**config.mk**
```make
export PLATFORM = sky130hd
export DESIGN_NAME = cop_regwin
export DESIGN_NICKNAME = d
export VERILOG_FILES = /design/src/rtl/cop_regwin_pkg.sv /design/src/rtl/cop_regwin_decode.sv /design/src/rtl/cop_regwin_gpr.sv /design/src/rtl/cop_regwin_vec.sv /design/src/rtl/cop_regwin.sv
export SDC_FILE = /design/constraint.sdc
export NUM_CORES = 1
export LEC_CHECK = 0
export BUFFER_PORTS_ARGS = -buffer_cell sky130_fd_sc_hd__buf_2
export CAP_MARGIN = 10
export CORE_ASPECT_RATIO = 0.8
export CORE_MARGIN = 2
export CORE_UTILIZATION = 50
export DETAILED_ROUTE_END_ITERATION = 8
export PLACE_DENSITY_LB_ADDON = 0.15
export SYNTH_ARGS = -nofsm -noshare
export SYNTH_HDL_FRONTEND = slang
export SYNTH_SLANG_ARGS = --single-unit
```
**constraint.sdc**
```tcl
create_clock -name clk -period 10.6 [get_ports clk]
set_input_delay 1.06 -clock clk [delete_from_list [all_inputs] [get_ports clk]]
set_output_delay 1.06 -clock clk [all_outputs]
set_load 0.05 [all_outputs]
```
**src/rtl/cop_regwin_pkg.sv**
```systemverilog
`timescale 1ns/1ps
package cop_regwin_pkg;

    parameter int WIN_W   = 10;
    parameter int BYTE_W  = 8;
    parameter int GPR_N   = 16;
    parameter int GPR_W   = 24;
    parameter int VEC_N   = 32;
    parameter int PAGE_W  = 15;
    parameter int XADDR_W = 24;
    parameter int XLEN_W  = 16;

    localparam int GPR_IW  = $clog2(GPR_N);
    localparam int VEC_IW  = $clog2(VEC_N);
    localparam int LANES   = GPR_W / BYTE_W;
    localparam int LANE_W  = 2;
    localparam int SPC_W   = PAGE_W + BYTE_W;

    // control byte offsets inside the window
    localparam logic [WIN_W-1:0] O_SRC0  = 10'h340;
    localparam logic [WIN_W-1:0] O_SRC1  = 10'h341;
    localparam logic [WIN_W-1:0] O_SRC2  = 10'h342;
    localparam logic [WIN_W-1:0] O_LEN0  = 10'h343;
    localparam logic [WIN_W-1:0] O_LEN1  = 10'h344;
    localparam logic [WIN_W-1:0] O_DST0  = 10'h345;
    localparam logic [WIN_W-1:0] O_DST1  = 10'h346;
    localparam logic [WIN_W-1:0] O_DST2  = 10'h347;
    localparam logic [WIN_W-1:0] O_CFGA  = 10'h348;
    localparam logic [WIN_W-1:0] O_POF0  = 10'h349;
    localparam logic [WIN_W-1:0] O_POF1  = 10'h34A;
    localparam logic [WIN_W-1:0] O_POF2  = 10'h34B;
    localparam logic [WIN_W-1:0] O_CFGB  = 10'h34C;
    localparam logic [WIN_W-1:0] O_PAGE0 = 10'h34D;
    localparam logic [WIN_W-1:0] O_PAGE1 = 10'h34E;
    localparam logic [WIN_W-1:0] O_PCB   = 10'h34F;
    localparam logic [WIN_W-1:0] O_CFGC  = 10'h350;
    localparam logic [WIN_W-1:0] O_CFGD  = 10'h351;
    localparam logic [WIN_W-1:0] O_CFGE  = 10'h352;
    localparam logic [WIN_W-1:0] O_STAT_LO = 10'h353;
    localparam logic [WIN_W-1:0] O_STAT_HI = 10'h35F;

    localparam logic [BYTE_W-1:0] CFGC_MASK = 8'h77;

    typedef enum logic [2:0] {
        RG_NONE,
        RG_CTL,
        RG_STAT,
        RG_VEC,
        RG_GPR
    } region_e;

    typedef struct packed {
        logic [XADDR_W-1:0] src;
        logic [XLEN_W-1:0]  len;
        logic [XADDR_W-1:0] dst;
        logic [XADDR_W-1:0] pofs;
        logic [PAGE_W-1:0]  page;
        logic [BYTE_W-1:0]  pcb;
        logic               cfg_a;
        logic [1:0]         cfg_b;
        logic [BYTE_W-1:0]  cfg_c;
        logic               cfg_d;
        logic               cfg_e;
        logic               xreq;
        logic               start;
        logic [SPC_W-1:0]   spc;
    } ctl_t;

endpackage

```
**src/rtl/cop_regwin_decode.sv**
```systemverilog
`timescale 1ns/1ps
module cop_regwin_decode
    import cop_regwin_pkg::*;
(
    input  logic [WIN_W-1:0]  win_ofs,
    output region_e           region,
    output logic [VEC_IW-1:0] vec_idx,
    output logic [GPR_IW-1:0] gpr_idx,
    output logic [LANE_W-1:0] gpr_lane
);

    logic [5:0] sub_ofs;
    logic       gpr_hit;

    assign sub_ofs = win_ofs[5:0];
    assign vec_idx = win_ofs[VEC_IW-1:0];

    // both general register ranges: upper nibble 0xE or 0xF, sub offset below 48
    assign gpr_hit = (win_ofs[9:7] == 3'b111) && (sub_ofs < 6'd48);

    always_comb begin
        region = RG_NONE;
        if (win_ofs >= O_SRC0 && win_ofs <= O_CFGE) begin
            region = RG_CTL;
        end else if (win_ofs >= O_STAT_LO && win_ofs <= O_STAT_HI) begin
            region = RG_STAT;
        end else if (win_ofs[9:5] == 5'b11011) begin
            region = RG_VEC;
        end else if (gpr_hit) begin
            region = RG_GPR;
        end
    end

    // quotient by three through a compare ladder; remainder from the low two bits
    always_comb begin
        gpr_idx = '0;
        for (int k = 1; k < GPR_N; k++) begin
            if (sub_ofs >= 6'(3 * k)) begin
                gpr_idx = GPR_IW'(k);
            end
        end
        gpr_lane = sub_ofs[1:0] - gpr_idx[1:0] - {gpr_idx[0], 1'b0};
    end

endmodule

```
**src/rtl/cop_regwin_gpr.sv**
```systemverilog
`timescale 1ns/1ps
module cop_regwin_gpr
    import cop_regwin_pkg::*;
(
    input  logic              clk,
    input  logic              rst_n,
    input  logic              we,
    input  logic [GPR_IW-1:0] idx,
    input  logic [LANE_W-1:0] lane,
    input  logic [BYTE_W-1:0] wdata,
    output logic [BYTE_W-1:0] rdata
);

    logic [GPR_W-1:0] gpr_q [GPR_N];
    logic [GPR_W-1:0] gpr_d [GPR_N];

    always_comb begin
        for (int r = 0; r < GPR_N; r++) begin
            gpr_d[r] = gpr_q[r];
        end
        if (we) begin
            for (int l = 0; l < LANES; l++) begin
                if (lane == LANE_W'(l)) begin
                    gpr_d[idx][l*BYTE_W +: BYTE_W] = wdata;
                end
            end
        end
    end

    always_ff @(posedge clk or negedge rst_n) begin
        if (!rst_n) begin
            for (int r = 0; r < GPR_N; r++) begin
                gpr_q[r] <= '0;
            end
        end else begin
            for (int r = 0; r < GPR_N; r++) begin
                gpr_q[r] <= gpr_d[r];
            end
        end
    end

    always_comb begin
        rdata = '0;
        for (int l = 0; l < LANES; l++) begin
            if (lane == LANE_W'(l)) begin
                rdata = gpr_q[idx][l*BYTE_W +: BYTE_W];
            end
        end
    end

endmodule

```
**src/rtl/cop_regwin_vec.sv**
```systemverilog
`timescale 1ns/1ps
module cop_regwin_vec
    import cop_regwin_pkg::*;
(
    input  logic              clk,
    input  logic              rst_n,
    input  logic              we,
    input  logic [VEC_IW-1:0] idx,
    input  logic [BYTE_W-1:0] wdata,
    output logic [BYTE_W-1:0] rdata
);

    logic [BYTE_W-1:0] vec_q [VEC_N];
    logic [BYTE_W-1:0] vec_d [VEC_N];

    always_comb begin
        for (int e = 0; e < VEC_N; e++) begin
            vec_d[e] = vec_q[e];
        end
        if (we) begin
            vec_d[idx] = wdata;
        end
    end

    always_ff @(posedge clk or negedge rst_n) begin
        if (!rst_n) begin
            for (int e = 0; e < VEC_N; e++) begin
                vec_q[e] <= '0;
            end
        end else begin
            for (int e = 0; e < VEC_N; e++) begin
                vec_q[e] <= vec_d[e];
            end
        end
    end

    assign rdata = vec_q[idx];

endmodule

```
**src/rtl/cop_regwin.sv**
```systemverilog
`timescale 1ns/1ps
module cop_regwin
    import cop_regwin_pkg::*;
(
    input  logic              clk,
    input  logic              rst_n,
    input  logic [WIN_W-1:0]  win_ofs,
    input  logic              wr_en,
    input  logic [BYTE_W-1:0] wr_data,
    output logic [BYTE_W-1:0] rd_data,
    input  logic              core_halted,
    output logic              xfer_req,
    output logic              start_pulse,
    output logic [SPC_W-1:0]  start_pc
);

    region_e           region;
    logic [VEC_IW-1:0] vec_idx;
    logic [GPR_IW-1:0] gpr_idx;
    logic [LANE_W-1:0] gpr_lane;
    logic [BYTE_W-1:0] vec_rd;
    logic [BYTE_W-1:0] gpr_rd;
    logic [BYTE_W-1:0] ctl_rd;
    logic [BYTE_W-1:0] stat_byte;

    ctl_t ctl_d;
    ctl_t ctl_q;

    cop_regwin_decode u_dec (
        .win_ofs  (win_ofs),
        .region   (region),
        .vec_idx  (vec_idx),
        .gpr_idx  (gpr_idx),
        .gpr_lane (gpr_lane)
    );

    cop_regwin_vec u_vec (
        .clk   (clk),
        .rst_n (rst_n),
        .we    (wr_en && (region == RG_VEC)),
        .idx   (vec_idx),
        .wdata (wr_data),
        .rdata (vec_rd)
    );

    cop_regwin_gpr u_gpr (
        .clk   (clk),
        .rst_n (rst_n),
        .we    (wr_en && (region == RG_GPR)),
        .idx   (gpr_idx),
        .lane  (gpr_lane),
        .wdata (wr_data),
        .rdata (gpr_rd)
    );

    // next state of the control fields and the trigger pulses
    always_comb begin
        ctl_d       = ctl_q;
        ctl_d.xreq  = 1'b0;
        ctl_d.start = 1'b0;
        if (wr_en && (region == RG_CTL)) begin
            unique case (win_ofs)
                O_SRC0:  ctl_d.src[7:0]   = wr_data;
                O_SRC1:  ctl_d.src[15:8]  = wr_data;
                O_SRC2:  ctl_d.src[23:16] = wr_data;
                O_LEN0:  ctl_d.len[7:0]   = wr_data;
                O_LEN1:  ctl_d.len[15:8]  = wr_data;
                O_DST0:  ctl_d.dst[7:0]   = wr_data;
                O_DST1:  ctl_d.dst[15:8]  = wr_data;
                O_DST2: begin
                    ctl_d.dst[23:16] = wr_data;
                    ctl_d.xreq       = core_halted;
                end
                O_CFGA:  ctl_d.cfg_a       = wr_data[0];
                O_POF0:  ctl_d.pofs[7:0]   = wr_data;
                O_POF1:  ctl_d.pofs[15:8]  = wr_data;
                O_POF2:  ctl_d.pofs[23:16] = wr_data;
                O_CFGB:  ctl_d.cfg_b       = wr_data[1:0];
                O_PAGE0: ctl_d.page[7:0]   = wr_data;
                O_PAGE1: ctl_d.page[14:8]  = wr_data[6:0];
                O_PCB: begin
                    ctl_d.pcb = wr_data;
                    if (core_halted) begin
                        ctl_d.start = 1'b1;
                        ctl_d.spc   = {ctl_q.page, wr_data};
                    end
                end
                O_CFGC:  ctl_d.cfg_c = wr_data & CFGC_MASK;
                O_CFGD:  ctl_d.cfg_d = wr_data[0];
                O_CFGE:  ctl_d.cfg_e = wr_data[0];
                default: ;
            endcase
        end
    end

    always_ff @(posedge clk or negedge rst_n) begin
        if (!rst_n) begin
            ctl_q <= '0;
        end else begin
            ctl_q <= ctl_d;
        end
    end

    always_comb begin
        ctl_rd = '0;
        unique case (win_ofs)
            O_SRC0:  ctl_rd = ctl_q.src[7:0];
            O_SRC1:  ctl_rd = ctl_q.src[15:8];
            O_SRC2:  ctl_rd = ctl_q.src[23:16];
            O_LEN0:  ctl_rd = ctl_q.len[7:0];
            O_LEN1:  ctl_rd = ctl_q.len[15:8];
            O_DST0:  ctl_rd = ctl_q.dst[7:0];
            O_DST1:  ctl_rd = ctl_q.dst[15:8];
            O_DST2:  ctl_rd = ctl_q.dst[23:16];
            O_CFGA:  ctl_rd = {7'd0, ctl_q.cfg_a};
            O_POF0:  ctl_rd = ctl_q.pofs[7:0];
            O_POF1:  ctl_rd = ctl_q.pofs[15:8];
            O_POF2:  ctl_rd = ctl_q.pofs[23:16];
            O_CFGB:  ctl_rd = {6'd0, ctl_q.cfg_b};
            O_PAGE0: ctl_rd = ctl_q.page[7:0];
            O_PAGE1: ctl_rd = {1'b0, ctl_q.page[14:8]};
            O_PCB:   ctl_rd = ctl_q.pcb;
            O_CFGC:  ctl_rd = ctl_q.cfg_c;
            O_CFGD:  ctl_rd = {7'd0, ctl_q.cfg_d};
            O_CFGE:  ctl_rd = {7'd0, ctl_q.cfg_e};
            default: ctl_rd = '0;
        endcase
    end

    // running flag in bit 6, halted flag in bit 1
    assign stat_byte = {1'b0, !core_halted, 4'd0, core_halted, 1'b0};

    always_comb begin
        unique case (region)
            RG_CTL:  rd_data = ctl_rd;
            RG_STAT: rd_data = stat_byte;
            RG_VEC:  rd_data = vec_rd;
            RG_GPR:  rd_data = gpr_rd;
            default: rd_data = '0;
        endcase
    end

    assign xfer_req    = ctl_q.xreq;
    assign start_pulse = ctl_q.start;
    assign start_pc    = ctl_q.spc;

endmodule

```
# == Word-level counts from Yosys, hierarchy flattened ==
# Index checks and enable logic that the tools add are counted.
# op_classes
muxes,51
n_reduce_logical,30
bitwise,2
n_lt_le_gt_ge,24
n_addsub,2
eq_ne,27
# op_table
cell,n
$mux W384,5
$bwmux W384,3
$demux W24 S4,3
$bwmux W256,1
$eq A10 B10 Y1 const B,19
$pmux W8 S19,1
$mux W24,5
$bmux W24 S4,1
$mux W8,7
$bmux W8 S5,1
$demux W8 S5,1
$reduce_and A2 Y1,19
$ge A6 B6 Y1 const B,6
$mux W4,8
$pmux W8 S4,1
$ge A6 B5 Y1 const B,5
$mux W25,1
$mux W3,8
$ge A10 B10 Y1 const B,2
$le A10 B10 Y1 const B,2
$ge A6 B4 Y1 const B,3
$mux W16,1
$logic_and A1 B1 Y1,8
$eq A3 B2 Y1 const B,2
19 further kinds,23
# totals
output_inout_bits,33
word_cells,206
register_bits,787
in_bits,22

# == Depth between registers and ports, before layout ==
# Gate-level depths: netlist of run 1.
# depth
word_depth,29
mapped_depth,19
ltp_nobuf,14

# == Modules after synthesis ==
# Synthesis of run 1 repeated with hierarchy kept, for this count alone.
# hier_totals
cells_unflattened,2611
area_unflattened_um2,37591.1
# modules_own_cells
module,area_each_um2,n_inst,cells_per_inst,seq_area_each_um2
cop_regwin_gpr,17564.3,1,1104,9609.2
cop_regwin_vec,11992.8,1,856,6406.1
cop_regwin,7422.1,1,570,3678.5
cop_regwin_decode,611.8,1,81,0.0

# == Worst setup path after synthesis of run 1 ==
# Ideal clock, no wire load.
# synth_timing
path_kind,in2out
start,in win_ofs[1]
end,out rd_data[6]
n_path_buf,5
required_ps,9540
arrival_ps,4667
path_stages,18
slack_ps,4873
cell_sequence,buf_6 > nand2b_4 > buf_6 > o211a_1 > a2111o_1 > o211a_2 > buf_6 > buf_2 > buf_1 > ha_1 > inv_1 > ha_1 > xor2_1 > nor2_1 > o221ai_1 > nor3_1 > a211oi_1 > o21ai_1
# synth_via
elab_chain_cells,24
word_cells_on_any_way,83
# synth_rtl
element,line,rtl
start: declaration,cop_regwin.sv:7,"input logic [WIN_W-1:0] win_ofs,"
"parallel branches: the longest is 23 deep, another holds $ge A6 B2 Y1",--,
$pmux W8 S4 (*),cop_regwin.sv:134,unique case (region)
end: declaration,cop_regwin.sv:10,"output logic [BYTE_W-1:0] rd_data,"
# Mark *: on every way between the ends. The select of a mux whose other input is x is not followed.

# == Final worst setup path of run 1 ==
# layout_timing
start,in win_ofs[3]
end,out rd_data[4]
# Same word-level chain as after synthesis.

==> flow_metrics.tcl, run 1 <==
set metrics [dict create \
    drt-pass1-iter-count 6 \
    io-pin-count 55 \
    worstSetupPathType "input pin to output port" \
    die_area_sq_um 75700 \
    grt-ovfl-total 0 \
    antenna_found_initial 1 \
    ant_nets 0 \
    fin_nets 2885 \
    grtUsageMet3_pct 4.73 \
    yosysSeqAreaShare_pct 53.6 \
    intPower_w 0.00502 \
    cts_resized 0 \
    hold_violations 0 \
    use_met1_pct 42.2 \
    max-vdd-ir-drop_uv 96.6 \
    crit_path_end_kind "output port" \
    core_sq_um 72400 \
    cts_buffers 82 \
    nFillCells 5943 \
    postCtsSetupBuffers 0 \
    synth-main-ff-cell "dfrtp_1" \
    status "completed" \
    initial_utilization_pct 50.7 \
    power_frac_seq_pct 47.1 \
    power.switching_w 0.00164 \
    crit_cells 13 \
    cp.arrival_ns 5.94 \
    rsz0062_at_grt "false" \
    place_congestion 0.914 \
    critPathLaunch "win_ofs[3]" \
    clk_latency_ns 0.62 \
    synth-edff-count 0 \
    synth_top_family_by_area "multiplexers" \
    hold_class "input pin to asynchronous set/reset pin" \
    cp.required_ns 9.54 \
    root_buffer "clkbuf_16" \
    start_kind "input pin" \
    synth.avg_cell_area_sq_um 12.7 \
    vias_per_cell 6.21 \
    reg2reg_depth 1 \
    routedWlPerCell_microns 25.8 \
    htreeDepth 3 \
    synth-simple-area-share_pct 9.44 \
    crit_slowest_cell "buf_2" \
    cpPeakStageDelay_ns 0.76 \
    power.share.clock_pct 44.2 \
    use_met2_pct 37.8 \
    cp_cell_sequence "buf_2 > nand2b_1 > o22ai_1 > o31a_4 > inv_6 > buf_4 > nand2_1 > and3_1 > o21ai_0 > nand2_1 > o41ai_1 > a211o_1 > buf_2" \
    grt_max_degree 195 \
    chipWidth_microns 307 \
    relSlewSlack_pct 16.3 \
    power_density_nw_per_um2 166 \
    timing.rr.start "ctl_q[46]$_DFFE_PN0P_" \
    grt_pass1_vias 24000 \
    drive_above_1_share_pct 38.1 \
    p_sw_share_pct 24.6 \
    synth_cells 2904 \
    ys_ff_latch 787 \
    fin_hold_ws_ns 0.447 \
    multi_input_area_sq_um 15900 \
    p_leak_nw 19.3 \
    post-route-util_pct 55.4 \
    ys_async_sr_fraction_pct 100 \
    critPathBufInv 4 \
    finalCritPeriodShare_pct 66.1 \
    num_vias 24000 \
    grt_pass1_wl_mm 154 \
    synth_cell_types 65 \
    fin_tns_setup_ns 0 \
    fin_skew_ns 0.00238 \
    grt_busiest_layer "met1" \
    endpoint "rd_data[4]" \
    synth_compound_gate_area_share_pct 3.45 \
    cts.clk_slew.worst_paths_ns 0.06 \
    min_period_ns 7.00 \
    drtIter0Drc 2496 \
    clk_path_buf_depth 3 \
    synth_nets 2933 \
    grt_usage_pct 26.7 \
    place_ws_ns 3.66 \
    setup_viol 0 \
    ff_latch_area_sq_um 19700 \
    cts_tree "yes" \
    syn_area_sq_um 36700 \
    drv_cap 0 \
    synth_xor_area_share_pct 0.119 \
    wl_mm 99.6 \
    timing.fmax_mhz 143 \
    die_y_microns 246 \
    rows 88 \
    power_frac_comb_pct 8.7 \
    yosys_warnings 0 \
    area_growth_pct 9.28 \
    r2r_setup_slack_ns 9.74 \
    cts.sinks 787 \
    muxShareOfSynthArea_pct 30.0 \
    route.detailed.drc 0 \
    critPathMaxFanout 93 \
    synth-adder-area-share_pct 0.238 \
    tightest_slew_ns 1.26 \
    hold_buffers 0 \
    drv_slew 0 \
    crit_family "buffers and inverters" \
    hpwl_mm 61.9 \
    finalWorstSetupSlack_ns 3.60 \
    portBuffers 54 \
    rr_endpoint "start_pc[8]$_DFFE_PN0P_" \
]
[registers in the layout, summed over array words and instances, names as in the netlist]
register and count:
u_gpr.gpr_q 384, u_vec.vec_q 256, ctl_q 122, start_pc 23, start_pulse 1, xfer_req 1
[power groups by stage]
| stage | Combinational, W | Clock [W] | Sequential, W |
|---|---|---|---|
| 3_3_place_gp | 0.000566 | 0 | 0.00318 |
| 6_report | 0.000580 | 0.00294 | 0.00314 |
| 5_1_grt | 0.000628 | 0.00313 | 0.00314 |
| 4_1_cts | 0.000579 | 0.00300 | 0.00313 |
| 3_5_place_dp | 0.000578 | 0 | 0.00319 |
| 2_1_floorplan | 0.000371 | 0 | 0.00318 |
[logic make-up after synthesis]
| logic type | count (synthesis) |
|---|---|
| AO/OA/AOI/OAI | 192 |
| XOR/XNOR | 5 |
| adder cells (fa/ha/maj) | 7 |
| buffers and inverters | 227 |
| flip-flops | 787 |
| multiplexers | 904 |
| AND/OR/NAND/NOR | 782 |
[routing by layer]
layer  up-vias  share of wire, %
met5         -             0.015
met4         2               2.0
li1      10200                 -
met1     12700                48
met3       142               8.0
met2       912                42
[final cells by class]
class	instances	area share [%]
Multi-Input combinational cell	1890	39.7
Antenna cell	2	0.0125
Sequential cell	787	49.0
Clock inverter	23	0.757
Clock buffer	118	6.03
Tap cell	945	2.94
Inverter	8	0.0872
Timing Repair Buffer	87	1.47
[cell usage after synthesis, types with 3 or more instances]
library cell,number,area share (%)
nor3_1,20,0.27
a31oi_1,13,0.22
mux4_2,80,4.9
o21ai_1,3,0.041
o21ai_0,17,0.23
dfrtp_1,787,54
nor2_2,14,0.24
mux2i_1,37,1.0
nor4_1,10,0.17
buf_6,11,0.34
and3_1,53,0.90
a22o_1,4,0.095
clkbuf_1,105,1.1
buf_1,11,0.11
nand2_1,417,4.3
nand2b_1,7,0.12
o41ai_1,4,0.095
nand3_1,133,1.8
buf_2,51,0.69
nor2_1,94,0.96
mux2_2,787,24
xnor2_1,3,0.072
a222oi_1,10,0.27
nand4_1,10,0.17
a221oi_1,6,0.14
a21oi_1,72,0.98
nor2b_1,3,0.051
ha_1,7,0.24
o22ai_1,10,0.17
a22oi_1,29,0.59
nor3_2,4,0.11
nand4b_1,3,0.072
and2_1,4,0.068
o221ai_1,3,0.072
inv_1,6,0.061
buf_4,41,0.84
[per-stage QoR]
step	power [W]	instances	area, sq um
after floorplan	0.00355	2904	36700
after CTS	0.00671	3858	40200
final	0.00666	3860	40200
after global placement	0.00375	3717	37400
after detailed placement	0.00377	3717	37400
after global routing	0.00690	3858	40200
[layout by cell type, fill, tap and decap left out, types with 4 or more instances in the layout]
cell type / n
nand3_1: 133
nand2_1: 417
o21ai_0: 17
buf_2: 43
nor3_1: 19
clkbuf_1: 16
clkinv_2: 12
bufinv_16: 7
clkbuf_8: 17
nand4_1: 10
clkbuf_16: 85
o22ai_1: 10
a22o_1: 4
a221oi_1: 6
inv_6: 4
mux2i_1: 37
and2_1: 4
and3_1: 53
dfrtp_1: 787
ha_1: 7
nor2_1: 94
buf_4: 40
nor4_1: 10
a21oi_1: 72
mux2_2: 787
a31oi_1: 13
a222oi_1: 10
inv_1: 6
a22oi_1: 29
nand2b_1: 7
nor2_2: 14
mux4_2: 80
nor3_2: 5
o41ai_1: 4
[worst min-delay path by stage]
stage / from / cells past startpoint / end / slack, ns
after global placement: u_vec.vec_q[105]$_DFFE_PN0P_ / 1 / u_vec.vec_q[105]$_DFFE_PN0P_ / 0.48
after global routing: rst_n / 1 / u_vec.vec_q[99]$_DFFE_PN0P_ / 0.48
after CTS: rst_n / 1 / u_vec.vec_q[104]$_DFFE_PN0P_ / 0.44
final: rst_n / 1 / u_vec.vec_q[99]$_DFFE_PN0P_ / 0.45
after detailed placement: u_vec.vec_q[43]$_DFFE_PN0P_ / 1 / u_vec.vec_q[43]$_DFFE_PN0P_ / 0.49
after floorplan: u_vec.vec_q[200]$_DFFE_PN0P_ / 1 / u_vec.vec_q[200]$_DFFE_PN0P_ / 0.48
Note: power is estimated with default switching activity, not from simulation.
==> inputs of run 2 (changes only) <==
==> constraint.sdc (replaced) <==
create_clock -name clk -period 6.7 [get_ports clk]
set_input_delay 0.67 -clock clk [delete_from_list [all_inputs] [get_ports clk]]
set_output_delay 0.67 -clock clk [all_outputs]
set_load 0.05 [all_outputs]
==> run 2 against run 1 <==
Effect of this change: core utilization grew 0.25 points; clock skew grew 0.00064 ns; total power grew 59%; largest cell class unchanged; critical endpoint unchanged; largest power group unchanged; via count grew 0.52%; wire length grew 0.75%.
==> flow_metrics.tcl, run 2 (synthesis results as in run 1) <==
set metrics [dict create \
    die_y_microns 246 \
    fin_nets 2899 \
    wl_mm 100 \
    relSlewSlack_pct 21.3 \
    timing.fmax_mhz 177 \
    place_ws_ns 0.833 \
    p_leak_nw 19.4 \
    num_vias 24100 \
    routedWlPerCell_microns 25.9 \
    rows 88 \
    grt_pass1_wl_mm 154 \
    drv_slew 0 \
    layout.cells.non_filler 3876 \
    root_buffer "clkbuf_16" \
    grt_pass1_vias 24200 \
    cts_buffers 80 \
    dp_cells 3733 \
    power_frac_comb_pct 9.0 \
    status "completed" \
    endpoint "rd_data[4]" \
    drive_above_1_share_pct 38.4 \
    io-pin-count 55 \
    ant_nets 0 \
    timing.rr.start "ctl_q[46]$_DFFE_PN0P_" \
    final_cell_mix "mux2_2 (787), dfrtp_1 (787), nand2_1 (417)" \
    grt_max_degree 177 \
    met3_wirelength_mm 7.89 \
    power.share.clock_pct 44.1 \
    cp.required_ns 6.03 \
    cp.arrival_ns 4.99 \
    initial_utilization_pct 50.7 \
    setup_viol 0 \
    reg.largest.list "u_gpr.gpr_q (384), u_vec.vec_q (256), ctl_q (122)" \
    p_total_w 0.0106 \
    grt_usage_pct 26.9 \
    tightest_slew_ns 1.18 \
    place_congestion 0.937 \
    antenna_found_initial 3 \
    critPathMaxFanout 98 \
    max-vdd-ir-drop_uv 148 \
    clk_latency_ns 0.61 \
    cts_tree "yes" \
    p_sw_share_pct 24.6 \
    largest_register_ffs 384 \
    finalWorstSetupSlack_ns 1.04 \
    route.detailed.drc 0 \
    power.switching_w 0.00260 \
    cts.clk_slew.worst_paths_ns 0.06 \
    largest_register "u_gpr.gpr_q" \
    fin_hold_ws_ns 0.0862 \
    hold_violations 0 \
    drv_cap 0 \
    core_sq_um 72400 \
    reg2reg_depth 1 \
    hpwl_mm 63.8 \
    power_frac_seq_pct 46.9 \
    hold_buffers 0 \
    die_area_sq_um 75700 \
    finalCritPeriodShare_pct 84.5 \
    min_period_ns 5.66 \
    cts_resized 0 \
    worstSetupPathType "input pin to output port" \
    vias_per_cell 6.21 \
    intPower_w 0.00797 \
    postCtsSetupBuffers 0 \
    nFillCells 5923 \
    rr_endpoint "start_pc[8]$_DFFE_PN0P_" \
    critPathLaunch "win_ofs[2]" \
    grt-ovfl-total 0 \
    wl_met1_mm 48.0 \
    hold_class "input pin to asynchronous set/reset pin" \
    routed.top_layer "met5" \
    portBuffers 54 \
    fin_tns_setup_ns 0 \
    crit_path_end_kind "output port" \
    htreeDepth 3 \
    clk_path_buf_depth 3 \
    area_growth_pct 9.77 \
    power_density_nw_per_um2 262 \
    start_kind "input pin" \
    fin_skew_ns 0.00303 \
    drtIter0Drc 2309 \
    rsz0062_at_grt "false" \
    r2r_setup_slack_ns 5.83 \
    drt-pass1-iter-count 6 \
    wl_met2_mm 42.5 \
    chipWidth_microns 307 \
    cts.sinks 787 \
]
run 2: cell count changes in the layout (fill, tap and decap cells not counted):
cell       previous run  this run
buf_4                40        51
buf_12                3         8
bufinv_16             7         9
clkbuf_16            85        83
clkbuf_1             16        17
clkbuf_8             17        16
clkinv_2             12        13
diode_2               2         1
nor3_1               19        20
nor3_2                5         4
run 2: power groups by stage:
stage,sequential (W),combinational [W],clock (W)
floorplan,0.00502,0.000586,0
global placement,0.00504,0.000922,0
detailed placement,0.00505,0.000942,0
CTS,0.00496,0.000945,0.00474
global route,0.00497,0.00102,0.00495
finish,0.00496,0.000949,0.00466
run 2: routing by layer:
layer | global-route usage, % | up-vias
met5 | 0 | -
li1 | - | 10300
met4 | 6.40 | 2
met1 | 42.3 | 12800
met3 | 5.51 | 127
met2 | 37.9 | 846
run 2: worst min path at each step:
stage,start,end,cells after the start
after detailed placement,u_vec.vec_q[110]$_DFFE_PN0P_,u_vec.vec_q[110]$_DFFE_PN0P_,1
after global routing,rst_n,u_vec.vec_q[123]$_DFFE_PN0P_,1
after floorplan,rst_n,ctl_q[100]$_DFFE_PN0P_,0
final,rst_n,u_vec.vec_q[123]$_DFFE_PN0P_,1
after CTS,rst_n,u_vec.vec_q[123]$_DFFE_PN0P_,1
after global placement,u_vec.vec_q[109]$_DFFE_PN0P_,u_vec.vec_q[109]$_DFFE_PN0P_,1
run 2: layout make-up:
type                            instances  area, sq um  area share, %
Timing Repair Buffer                  103          773           1.92
Inverter                                8         35.0         0.0868
Clock buffer                          116         2360           5.85
Sequential cell                       787        19700           48.8
Multi-Input combinational cell       1890        15900           39.5
Antenna cell                            1         2.50        0.00620
Tap cell                              945         1180           2.93
Clock inverter                         26          369          0.915
run 2: stage by stage:
stage               utilization, %  area [sq um]
finish                        55.7         40300
global route                  55.7         40300
CTS                           55.7         40300
detailed placement            51.9         37600
global placement              51.9         37600
floorplan                        -         36700
run 2: critical path, cell delays in order:
cell and delay [ns]:
buf_2 0.60, nand2b_1 0.45, o22ai_1 0.32, o31a_4 0.23, buf_12 0.40, ha_1 0.33
xnor2_1 0.28, xnor2_1 0.22, nand3_1 0.18, o41ai_1 0.80, a211o_1 0.19, buf_2 0.26
